**src/rtl/flag_alu_pkg.sv**
```systemverilog
package flag_alu_pkg;

  typedef enum logic [3:0] {
    OP_ADD  = 4'd0,
    OP_ADDC = 4'd1,
    OP_ADDQ = 4'd2,
    OP_SUB  = 4'd3,
    OP_SUBC = 4'd4,
    OP_SUBQ = 4'd5,
    OP_CMP  = 4'd6,
    OP_CMPQ = 4'd7,
    OP_NEG  = 4'd8,
    OP_BSET = 4'd9,
    OP_BCLR = 4'd10
  } op_e;

  typedef struct packed {
    logic z;
    logic n;
    logic c;
  } flags_t;

  // control word produced by operand selection
  typedef struct packed {
    logic arith;   // add/sub path result
    logic bitop;   // bit set/clear path result
    logic is_sub;  // subtract instead of add
    logic use_cin; // include stored carry
    logic wr;      // destination write
    logic upd_c;   // carry flag updated
  } ctrl_t;

endpackage

```
**src/rtl/fau_operand_mux.sv**
```systemverilog
module fau_operand_mux
  import flag_alu_pkg::*;
#(
  parameter int W     = 32,
  parameter int IMM_W = 5
) (
  input  logic [3:0]       op_code,
  input  logic [W-1:0]     rn_val,
  input  logic [W-1:0]     rm_val,
  input  logic [IMM_W-1:0] imm,
  output logic [W-1:0]     opnd_a,
  output logic [W-1:0]     opnd_b,
  output ctrl_t            ctrl
);

  localparam int QUICK_ZERO = 2 ** IMM_W;

  logic [W-1:0] quick_val;
  logic [W-1:0] signed_val;

  // short immediate: code zero stands for the full range value
  assign quick_val  = (imm == '0) ? W'(QUICK_ZERO) : {{(W-IMM_W){1'b0}}, imm};
  assign signed_val = {{(W-IMM_W){imm[IMM_W-1]}}, imm};

  always_comb begin
    opnd_a = rn_val;
    opnd_b = rm_val;
    ctrl   = '0;
    case (op_code)
      OP_ADD:  begin ctrl.arith = 1'b1; ctrl.wr = 1'b1; ctrl.upd_c = 1'b1; end
      OP_ADDC: begin ctrl.arith = 1'b1; ctrl.wr = 1'b1; ctrl.upd_c = 1'b1;
                     ctrl.use_cin = 1'b1; end
      OP_ADDQ: begin ctrl.arith = 1'b1; ctrl.wr = 1'b1; ctrl.upd_c = 1'b1;
                     opnd_b = quick_val; end
      OP_SUB:  begin ctrl.arith = 1'b1; ctrl.wr = 1'b1; ctrl.upd_c = 1'b1;
                     ctrl.is_sub = 1'b1; end
      OP_SUBC: begin ctrl.arith = 1'b1; ctrl.wr = 1'b1; ctrl.upd_c = 1'b1;
                     ctrl.is_sub = 1'b1; ctrl.use_cin = 1'b1; end
      OP_SUBQ: begin ctrl.arith = 1'b1; ctrl.wr = 1'b1; ctrl.upd_c = 1'b1;
                     ctrl.is_sub = 1'b1; opnd_b = quick_val; end
      OP_CMP:  begin ctrl.arith = 1'b1; ctrl.upd_c = 1'b1; ctrl.is_sub = 1'b1; end
      OP_CMPQ: begin ctrl.arith = 1'b1; ctrl.upd_c = 1'b1; ctrl.is_sub = 1'b1;
                     opnd_b = signed_val; end
      OP_NEG:  begin ctrl.arith = 1'b1; ctrl.wr = 1'b1; ctrl.upd_c = 1'b1;
                     ctrl.is_sub = 1'b1; opnd_a = '0; opnd_b = rn_val; end
      OP_BSET,
      OP_BCLR: begin ctrl.bitop = 1'b1; ctrl.wr = 1'b1; end
      default: ctrl = '0;
    endcase
  end

endmodule

```
**src/rtl/fau_addsub.sv**
```systemverilog
module fau_addsub #(
  parameter int W = 32
) (
  input  logic         is_sub,
  input  logic         cin,
  input  logic [W-1:0] opnd_a,
  input  logic [W-1:0] opnd_b,
  output logic [W-1:0] sum,
  output logic         carry
);

  localparam int XW = W + 1;

  logic [XW-1:0] ext_a;
  logic [XW-1:0] ext_b;
  logic [XW-1:0] ext_c;
  logic [XW-1:0] full;

  assign ext_a = {1'b0, opnd_a};
  assign ext_b = {1'b0, opnd_b};
  assign ext_c = {{W{1'b0}}, cin};

  // extended bit is carry-out for add and borrow-out for subtract
  always_comb begin
    if (is_sub) full = ext_a - ext_b - ext_c;
    else        full = ext_a + ext_b + ext_c;
  end

  assign sum   = full[W-1:0];
  assign carry = full[W];

endmodule

```
**src/rtl/fau_bitop.sv**
```systemverilog
module fau_bitop #(
  parameter int W     = 32,
  parameter int IMM_W = 5
) (
  input  logic             set_not_clr,
  input  logic [W-1:0]     opnd,
  input  logic [IMM_W-1:0] idx,
  output logic [W-1:0]     out
);

  localparam logic [W-1:0] ONE = {{(W-1){1'b0}}, 1'b1};

  logic [W-1:0] mask;

  assign mask = ONE << idx;
  assign out  = set_not_clr ? (opnd | mask) : (opnd & ~mask);

endmodule

```
**src/rtl/fau_flag_reg.sv**
```systemverilog
module fau_flag_reg
  import flag_alu_pkg::*;
#(
  parameter int W = 32
) (
  input  logic         clk,
  input  logic         rst,
  input  logic         upd,
  input  logic         upd_c,
  input  logic [W-1:0] value,
  input  logic         carry_new,
  output flags_t       flags
);

  always_ff @(posedge clk) begin
    if (rst) begin
      flags <= '0;
    end else if (upd) begin
      flags.z <= (value == '0);
      flags.n <= value[W-1];
      if (upd_c) flags.c <= carry_new;
    end
  end


  idle_hold_chk: assert property (@(posedge clk) disable iff (rst)
    !upd |=> $stable(flags));


  reset_clear_chk: assert property (@(posedge clk)
    rst |=> (flags == '0));

endmodule

```
**src/rtl/flag_alu.sv**
```systemverilog
module flag_alu
  import flag_alu_pkg::*;
#(
  parameter int W     = 32,
  parameter int IMM_W = 5
) (
  input  logic             clk,
  input  logic             rst,
  input  logic             op_valid,
  input  logic [3:0]       op_code,
  input  logic [W-1:0]     rn_val,
  input  logic [W-1:0]     rm_val,
  input  logic [IMM_W-1:0] imm5,
  output logic [W-1:0]     res,
  output logic             res_we,
  output logic             flag_z,
  output logic             flag_n,
  output logic             flag_c
);

  logic [W-1:0] opnd_a;
  logic [W-1:0] opnd_b;
  ctrl_t        ctrl;
  logic [W-1:0] sum;
  logic         carry;
  logic [W-1:0] bit_out;
  logic [W-1:0] next_val;
  flags_t       flags;
  logic         upd;

  fau_operand_mux #(.W(W), .IMM_W(IMM_W)) u_mux (
    .op_code (op_code),
    .rn_val  (rn_val),
    .rm_val  (rm_val),
    .imm     (imm5),
    .opnd_a  (opnd_a),
    .opnd_b  (opnd_b),
    .ctrl    (ctrl)
  );

  fau_addsub #(.W(W)) u_addsub (
    .is_sub (ctrl.is_sub),
    .cin    (ctrl.use_cin & flags.c),
    .opnd_a (opnd_a),
    .opnd_b (opnd_b),
    .sum    (sum),
    .carry  (carry)
  );

  fau_bitop #(.W(W), .IMM_W(IMM_W)) u_bitop (
    .set_not_clr (op_code == OP_BSET),
    .opnd        (rn_val),
    .idx         (imm5),
    .out         (bit_out)
  );

  assign next_val = ctrl.bitop ? bit_out : sum;
  assign upd      = op_valid & (ctrl.arith | ctrl.bitop);

  fau_flag_reg #(.W(W)) u_flags (
    .clk       (clk),
    .rst       (rst),
    .upd       (upd),
    .upd_c     (ctrl.upd_c),
    .value     (next_val),
    .carry_new (carry),
    .flags     (flags)
  );

  always_ff @(posedge clk) begin
    if (rst) begin
      res    <= '0;
      res_we <= 1'b0;
    end else begin
      res_we <= op_valid & ctrl.wr;
      if (op_valid & ctrl.wr) res <= next_val;
    end
  end

  assign flag_z = flags.z;
  assign flag_n = flags.n;
  assign flag_c = flags.c;


  cmp_nowrite_chk: assert property (@(posedge clk) disable iff (rst)
    (op_valid && (op_code == OP_CMP || op_code == OP_CMPQ)) |=> (!res_we && $stable(res)));


  carry_hold_bitop_chk: assert property (@(posedge clk) disable iff (rst)
    (op_valid && (op_code == OP_BSET || op_code == OP_BCLR)) |=> $stable(flag_c));


  zn_match_chk: assert property (@(posedge clk) disable iff (rst)
    res_we |-> (flag_n == res[W-1] && flag_z == (res == '0)));


  we_pulse_chk: assert property (@(posedge clk) disable iff (rst)
    !op_valid |=> !res_we);

endmodule

```
**config.mk**
```make
export PLATFORM = sky130hd
export DESIGN_NAME = flag_alu
export DESIGN_NICKNAME = d
export VERILOG_FILES = /design/src/rtl/flag_alu_pkg.sv /design/src/rtl/fau_operand_mux.sv /design/src/rtl/fau_addsub.sv /design/src/rtl/fau_bitop.sv /design/src/rtl/fau_flag_reg.sv /design/src/rtl/flag_alu.sv
export SDC_FILE = /design/constraint.sdc
export NUM_CORES = 1
export LEC_CHECK = 0
export ABC_CLOCK_PERIOD_IN_PS = 8400
export BUFFER_PORTS_ARGS = -buffer_cell sky130_fd_sc_hd__buf_2
export CORE_ASPECT_RATIO = 0.9
export CORE_MARGIN = 1.5
export CORE_UTILIZATION = 40
export CTS_CLUSTER_SIZE = 28
export DETAILED_ROUTE_END_ITERATION = 16
export SYNTH_ARGS = -nofsm -noshare
export SYNTH_HDL_FRONTEND = slang
export SYNTH_SLANG_ARGS = --single-unit
```
**constraint.sdc**
```tcl
create_clock -name clk -period 8.4 [get_ports clk]
set_clock_uncertainty 0.15 [all_clocks]
set_input_delay 1.26 -clock clk [delete_from_list [all_inputs] [get_ports clk]]
set_output_delay 1.26 -clock clk [all_outputs]
set_load 0.005 [all_outputs]
```
After elaboration in Yosys (flattened, before gate mapping)
Cells that the tools add are included.
{ "word_totals": {"out_inout_bits": 36, "ramBits": 0, "reg_bits": 36, "rom_bits": 0, "latchBits": 0, "n_memories": 0} }
{ "op_classes": {"eq_ne": 10, "shifts": 1, "bitwise_logic": 7, "reduce_logical": 10, "mul": 0, "div_mod_pow": 0, "n_addsub": 4, "n_mux": 11, "order_cmp": 0} }
{ "op_table": {"columns": ["operator", "n"], "rows": [
  ["two-way mux 32 bit", 3],
  ["case mux 32 bit (3 select lines)", 1],
  ["adder 32 x 32 -> 33 bit", 1],
  ["adder 33 x 1 -> 33 bit", 1],
  ["two-way mux 33 bit", 1],
  ["subtractor 32 x 32 -> 33 bit", 1],
  ["subtractor 33 x 1 -> 33 bit", 1],
  ["AND 32 bit", 1],
  ["zero test 32 bit", 1],
  ["NOT 32 bit", 1],
  ["bitwise OR 32 bit", 1],
  ["left shift 1 x 5 -> 32 bit, first input constant", 1],
  ["OR reduction 9 bit", 2],
  ["equality test 4 x 3 -> 1 bit, second input constant", 4],
  ["equality test 4 bit, second input constant", 3],
  ["equality test 4 x 2 -> 1 bit, second input constant", 2],
  ["two-way mux 6 bit", 1],
  ["OR reduction 2 bit", 3],
  ["OR reduction 6 bit", 1],
  ["zero test 5 bit", 1],
  ["two-way mux 1 bit", 5],
  ["equality test 4 x 1 -> 1 bit, second input constant", 1],
  ["zero test 4 bit", 1],
  ["AND 1 bit", 3],
  ["other kinds (2)", 2]
]} }

Depth between registers and ports, before layout
Gate-level depths: netlist of the first run.
{ "logic_depth": {"ltp_word": 8, "mapped_depth": 24, "depth_no_buf": 21} }

Modules after synthesis
From an unflattened synthesis of the first run, not the netlist that was laid out.
{ "hier_totals": {"hier_cells": 1078, "area_unflattened_um2": 8147.8} }
{ "by_module_without_submodules": {"columns": ["module", "area_per_inst_um2", "instances", "cells_each"], "rows": [
  ["fau_addsub", 4475.5, 1, 675],
  ["flag_alu", 1870.5, 1, 186],
  ["fau_operand_mux", 885.8, 1, 107],
  ["fau_bitop", 739.5, 1, 87],
  ["fau_flag_reg", 176.4, 1, 23]
]} }

Worst setup path after synthesis of the first run
Ideal clock, no wire load.
{ "synth_path": {"path_kind": "input-to-reg", "start": "in op_code[1]", "end": "reg, netlist name u_flags.flags[2]", "slack_ns": 2.517, "n_path_buf": 3, "stages": 20, "arrival_ns": 5.673, "path_cell_list": "buf_6 > or4b_1 > buf_2 > clkbuf_1 > and3_1 > a221oi_1 > fa_1 > inv_1 > fa_1 > a21boi_0 > o221ai_2 > a211oi_1 > o2111ai_1 > a311oi_1 > xor2_1 > a21oi_1 > o21ai_0 > a2111oi_0 > nand4_1 > nand2_1"} }
{ "synth_via": {"elab_chain_cells": 8} }
{ "synth_lines": {"columns": ["item", "line_no", "source"], "rows": [
  ["from (decl)", "flag_alu.sv:10", "input logic [3:0] op_code,"],
  ["equality test 4 x 2 -> 1 bit, or another cell as far along", "fau_operand_mux.sv:29", "case (op_code)"],
  ["OR reduction 2 bit (no source line)", null, null],
  ["case mux 32 bit (3 select lines) / two-way mux 1 bit (equally long branches)", "fau_operand_mux.sv:29", null],
  ["adder 32 x 32 -> 33 bit, or another cell as far along", "fau_addsub.sv:26", "else full = ext_a + ext_b + ext_c;"],
  ["adder 33 x 1 -> 33 bit / subtractor 33 x 1 -> 33 bit (equally long branches)", "fau_addsub.sv:26, fau_addsub.sv:25", null],
  ["two-way mux 33 bit", "fau_addsub.sv:25", "if (is_sub) full = ext_a - ext_b - ext_c;"],
  ["two-way mux 32 bit", "flag_alu.sv:57", "assign next_val = ctrl.bitop ? bit_out : sum;"],
  ["zero test 32 bit", "fau_flag_reg.sv:19", "flags.z <= (value == '0);"]
]} }
Several ways; a longest one is shown, not always the timed one.
A chain may end at the register's enable or synchronous reset.

Worst setup path in the final report of the first run
{ "layout_path": {"start": "in op_code[3]", "end": "reg, netlist name u_flags.flags[2]"} }
{ "layout_via": {"elab_chain_cells": 8} }
{ "layout_lines": {"columns": ["item", "line_no"], "rows": [
  ["equality test 4 x 2 -> 1 bit, or another cell as far along", "fau_operand_mux.sv:29"],
  ["OR reduction 2 bit (no source line)", null],
  ["case mux 32 bit (3 select lines) / two-way mux 1 bit (equally long branches)", "fau_operand_mux.sv:29"],
  ["adder 32 x 32 -> 33 bit, or another cell as far along", "fau_addsub.sv:26"],
  ["adder 33 x 1 -> 33 bit / subtractor 33 x 1 -> 33 bit (equally long branches)", "fau_addsub.sv:26, fau_addsub.sv:25"],
  ["two-way mux 33 bit", "fau_addsub.sv:25"],
  ["two-way mux 32 bit", "flag_alu.sv:57"],
  ["zero test 32 bit", "fau_flag_reg.sv:19"]
]} }
Several ways; a longest one is shown, not always the timed one.

==> out/metrics.cfg, run 1 <==
[floorplan]
start_util_pct=41.2
std_cell_rows=47
die_y_um=134
die_x_um=149
num_io_pins=112
core_sq_um=18600
die_area_sq_um=20000

[route]
detail-route-antenna-nets=0
route.detailed.drc=0
routed_wl_um=29900
drt_iter0_markers=1014
vias=8946
wl_per_cell_um=20.7
first_pass_iters=5
viasPerCell=6.20

[final_layout]
drive_gt1_share_pct=13.7
nets=1368
final_common_cell=nand2_1
syn_to_final_growth_pct=11.2
stdcell_area_sq_um=8510
antenna_cells=0
mostFrequentLayoutCells=nand2_1, buf_2, inv_1, ha_1, a21oi_1
utilization_pct=45.8

[power]
finalPower_mw=1.29
p_per_area_nw_per_um2=152
ir_drop_mv=0.0806
p_leak_nw=3.84

[worst_setup_path]
arrival_ns=6.97
cp_cell_sequence=buf_2 -> or4b_2 -> and3_1 -> a221oi_1 -> fa_1 -> inv_1 -> fa_1 -> a21boi_0 -> o221ai_2 -> a31oi_1 -> o311a_1 -> o21a_1 -> o32ai_1 -> nor3b_1 -> o211ai_1 -> nor4_1 -> nand4_1 -> nand2_1
critical_path.most_common_cell=fa_1
cpPeakStageDelay_ns=0.90
worst-path-max-fanout=25
start_kind=input port
cp_slowest_cell=or4b_2
cp.required_ns=8.47
crit_type=input port to register
crit_path_end_kind=register

[clock_tree]
path_clk_slew_ns=0.06
ctsHoldBuffers=0
insertion_delay_ns=0.27
cts_made_buffers=5
cts_tree=yes
cts_sinks=36
cts_root_buffer=clkbuf_16
postCtsSetupBuffers=0
htreeDepth=2
cts_resized=0
clockBufferDepth=2

[sta]
hold_violations=0
setup_viol=0
timing.fmax_mhz=145
tightest_slew_ns=1.08
rsz0062_at_grt=no
period_share_pct=82.1
hold_ws_ns=0.303
max_slew_margin_pct=28.3
min_period_ns=6.90
setup-tns-final_ns=0
final-max-slew-violation-count=0

[synth]
synth_edf_count=0
synthFlopType=dfxtp_1
syn_avg_cell_area_sq_um=6.76
syn_nets=1303
ys_seq_elements=36
ys_types=91
async_flop_share_pct=0
ys_seq_area_share_pct=9.42
synth.cell_area_sq_um=7650
synthCells=1132
yosys_warnings=0

[global_routing]
gr-total-overflow=0
track_usage_pct=29.2
grt_max_degree=46
first_global_vias=7919
antenna_found_initial=1
grt_pass1_wl_um=45500

[placement]
io_buffers=111
place_congestion=1.03
dpl_cell_area_sq_um=8360
dp_hpwl_um=23800

[hold_path]
hold_class=register to register

[run]
max_cap_violations=0

[status]
status=complete, no violations

==> Yosys cell counts, types with 16 or more instances <==
| library cell | number | share of area [%] |
|---|---|---|
| nand2_1 | 117 | 5.7 |
| nor2_1 | 82 | 4.0 |
| dfxtp_1 | 36 | 9.4 |
| o21a_1 | 18 | 1.8 |
| nor3_1 | 27 | 1.8 |
| o21ai_0 | 52 | 3.4 |
| xnor2_1 | 26 | 3.0 |
| nand3_1 | 75 | 4.9 |
| nor2b_1 | 16 | 1.3 |
| nor4_1 | 16 | 1.3 |
| a211oi_1 | 24 | 2.4 |
| inv_1 | 96 | 4.7 |
| a21o_1 | 17 | 1.7 |
| a21oi_1 | 89 | 5.8 |
| clkbuf_1 | 51 | 2.5 |
| ha_1 | 91 | 15 |
==> sequential cells by signal, indices dropped and copies added (netlist names) <==
name	flops
res_we	1
res	32
u_flags.flags	3
==> metrics by stage <==
stage	std cells	worst slack, ns
final	1443	1.50
after global routing	1443	1.19
after CTS	1443	1.62
after detailed placement	1435	1.35
after global placement	1435	1.50
after floorplan	1132	2.52
==> metal layers <==
layer  share of wire, %  vias up  track usage (%)  wire length, um
met5                  0        -                0                0
met4                1.0        0             4.95              309
met3                 13       33             9.49             3810
met2                 37      473             37.9            11200
met1                 49     4174             45.7            14600
li1                   -     4266                -                -
==> power breakdown <==
| group | leakage (nW) | internal [mW] | total [mW] | switching, mW |
|---|---|---|---|---|
| sequential | 0.296 | 0.188 | 0.197 | 0.00900 |
| combinational | 3.47 | 0.339 | 0.917 | 0.578 |
| clock | 0.0736 | 0.109 | 0.179 | 0.0703 |
==> path summary, 6_finish.rpt <==
path / from / slack (ns) / endpoint / depth (start not counted)
worst max-delay path: op_code[3] / 1.50 / u_flags.flags[2]$_SDFFE_PP0P_ / 18
worst min-delay path: res[29]$_SDFFE_PP0P_ / 0.30 / res[29]$_SDFFE_PP0P_ / 2
worst max register to register: u_flags.flags[0]$_SDFFE_PP0P_ / 3.77 / u_flags.flags[2]$_SDFFE_PP0P_ / 15
worst min register to register: res[29]$_SDFFE_PP0P_ / 0.30 / res[29]$_SDFFE_PP0P_ / 2
==> cell families (layout without fill, tap and decap cells) <==
kind of cell	count (synthesis)	after routing	share of synthesized area, %
adder cells (fa/ha/maj)	95	95	15.9
AO/OA/AOI/OAI	358	358	32.3
buffers and inverters	164	230	8.28
flip-flops	36	36	9.42
AND/OR/NAND/NOR	424	424	27.5
XOR/XNOR	40	40	4.58
multiplexers	15	15	2.00
==> critical path, delay by kind of cell <==
kind,cells,cell delay (ns)
and+or+nand+nor,6,2.22
adders and majority gates,2,0.81
buffers and inverters,2,0.36
AOI/OAI and AO/OA,8,2.29
==> area by class of cell <==
type,instances,area [sq um]
Multi-Input combinational cell,932,6320
Sequential cell,36,721
Fill cell,1994,10100
Tap cell,245,307
Clock buffer,5,125
Inverter,99,372
Clock inverter,3,18.8
Timing Repair Buffer,123,646
Power figures use the tool's default switching activity.
==> run 2: changes to the inputs <==
- ABC_CLOCK_PERIOD_IN_PS: 8400 -> 6350
- clock period: 8.4 -> 6.35 ns (I/O delays scaled with it)
==> run 2 against run 1 <==
Against the previous run: design area increased by 2.2%; clock power increased by 52%; final cell count increased by 1.5%; sequential power increased by 32%; wire length increased by 0.37%; largest cell class unchanged; utilization increased by 1.0 points; critical endpoint unchanged; combinational power increased by 35%; global-route usage increased by 0.31 points.
==> out/metrics.cfg, run 2 (same netlist as run 1, synthesis figures left out) <==
[status]
status=complete, no violations

[placement]
place_congestion=0.958  ; -7.0%
dp_hpwl_um=24400  ; +2.4%
placedCellCount=1457  ; +1.5%
dpl_cell_area_sq_um=8530  ; +2.0%
dp_slack_ns=0.106  ; -1.25 ns
io_buffers=111  ; unchanged

[clock_tree]
clockBufferDepth=2  ; unchanged
htreeDepth=2  ; unchanged
cts_made_buffers=5  ; unchanged
cts_tree=yes
path_clk_slew_ns=0.05  ; about the same
insertion_delay_ns=0.27  ; about the same
cts_sinks=36  ; unchanged
cts_root_buffer=clkbuf_16

[route]
detail-route-antenna-nets=0  ; unchanged
routed_wl_um=30000  ; +0.37%
drt_iter0_markers=830  ; -18%
route.detailed.drc=0  ; unchanged
viasPerCell=6.16  ; -0.70%
vias=9019  ; +0.82%
first_pass_iters=5  ; unchanged
wl_per_cell_um=20.5  ; -1.1%

[sta]
max_slew_margin_pct=29.0  ; +0.74 points
period_share_pct=94.3
setup_slack_ns=0.365  ; -1.14 ns
rsz0062_at_grt=no
setup-tns-final_ns=0  ; unchanged
hold_violations=0  ; unchanged
hold_ws_ns=0.306  ; +0.00363 ns
final-max-slew-violation-count=0  ; unchanged
timing.fmax_mhz=167
tightest_slew_ns=1.06  ; -0.0111 ns
setup_viol=0  ; unchanged
min_period_ns=5.99

[floorplan]
die_x_um=149  ; unchanged
start_util_pct=41.2  ; unchanged
num_io_pins=112  ; unchanged
die_y_um=134  ; unchanged
die_area_sq_um=20000  ; unchanged
std_cell_rows=47  ; unchanged
core_sq_um=18600  ; unchanged

[final_layout]
drive_gt1_share_pct=15.2  ; +1.5 points
nets=1390  ; +1.6%
largest_register_ffs=32  ; unchanged
top_register=res
syn_to_final_growth_pct=13.6
fillers=1983  ; -0.55%
final_common_cell=nand2_1
stdcell_count=1465  ; +1.5%
antenna_cells=0  ; unchanged
mostFrequentLayoutCells=nand2_1, buf_2, inv_1, ha_1, a21oi_1
utilization_pct=46.8  ; +1.0 points
stdcell_area_sq_um=8690  ; +2.2%
reg.largest.list=res: 32 flops, u_flags.flags: 3 flops, res_we: 1 flops

[worst_setup_path]
cp.required_ns=6.42  ; -2.05 ns
crit_type=input port to register
arrival_ns=6.05  ; -0.92 ns
worst-path-max-fanout=5  ; -80%
crit_path_end_kind=register
start_kind=input port
r2r_setup_slack_ns=1.92  ; -1.85 ns

[power]
finalPower_mw=1.77  ; +37%
p_leak_nw=3.96  ; +3.0%
ir_drop_mv=0.0908  ; +13%
p_per_area_nw_per_um2=204  ; +34%

[global_routing]
track_usage_pct=29.5  ; +0.31 points
grt_max_degree=53  ; +15%
gr-total-overflow=0  ; unchanged
antenna_found_initial=1  ; unchanged
first_global_vias=7881  ; -0.48%
grt_pass1_wl_um=45900  ; +0.88%

[hold_path]
hold_class=register to register

[run]
max_cap_violations=0  ; unchanged

run 2: changes by cell type in the layout (fill, tap and decap cells not counted), sizes merged:
cell,before,now
buf,123,145
bufinv,0,1
clkbuf,5,6
clkinv,3,1
run 2: cell type report:
class,instances,area [sq um],share of cell area (%)
clock buffer,6,129,1.48
clock inverter,2,35.0,0.403
inverter,99,372,4.28
multi-input combinational,932,6320,72.7
sequential,36,721,8.29
tap,245,307,3.53
timing repair buffer,145,811,9.33
run 2: worst max-delay path: stages:
cell,delay [ns]
buf_2,0.10
or4b_2,0.72
and3_1,0.21
a221oi_1,0.40
fa_1,0.29
inv_1,0.07
fa_1,0.52
nor2b_1,0.17
o2111a_1,0.26
o21a_2,0.24
or4_1,0.50
a21oi_1,0.24
o211ai_1,0.14
nor4_1,0.43
nand4_1,0.16
nor4_1,0.42
nand4_1,0.14
nand2_1,0.08
run 2: repair_timing:
item	4_1_cts	5_1_grt
hold buffers	0	0
gates resized for setup	0	1
setup buffers	0	0
setup endpoints to repair	0	1
run 2: power breakdown:
part / internal (mW) / switching [mW] / leakage (nW) / total, mW
registers: 0.248 / 0.0116 / 0.296 / 0.260
logic: 0.470 / 0.770 / 3.58 / 1.24
clock network: 0.184 / 0.0876 / 0.0808 / 0.272
total: 0.902 / 0.870 / 3.96 / 1.77
run 2: metal layers:
layer	GRT usage, %	vias up	routed length [um]
li1	-	4331	-
met1	47.6	4178	14900
met2	38.3	471	11200
met3	6.87	37	3420
met4	5.72	2	485
met5	0	-	8
run 2: path summary, 6_finish.rpt:
kind	end	from	depth (start not counted)
setup / recovery	u_flags.flags[2]$_SDFFE_PP0P_	op_code[2]	18
hold / removal	res[23]$_SDFFE_PP0P_	res[23]$_SDFFE_PP0P_	2
setup reg to reg	u_flags.flags[2]$_SDFFE_PP0P_	u_flags.flags[0]$_SDFFE_PP0P_	15
hold reg to reg	res[23]$_SDFFE_PP0P_	res[23]$_SDFFE_PP0P_	2
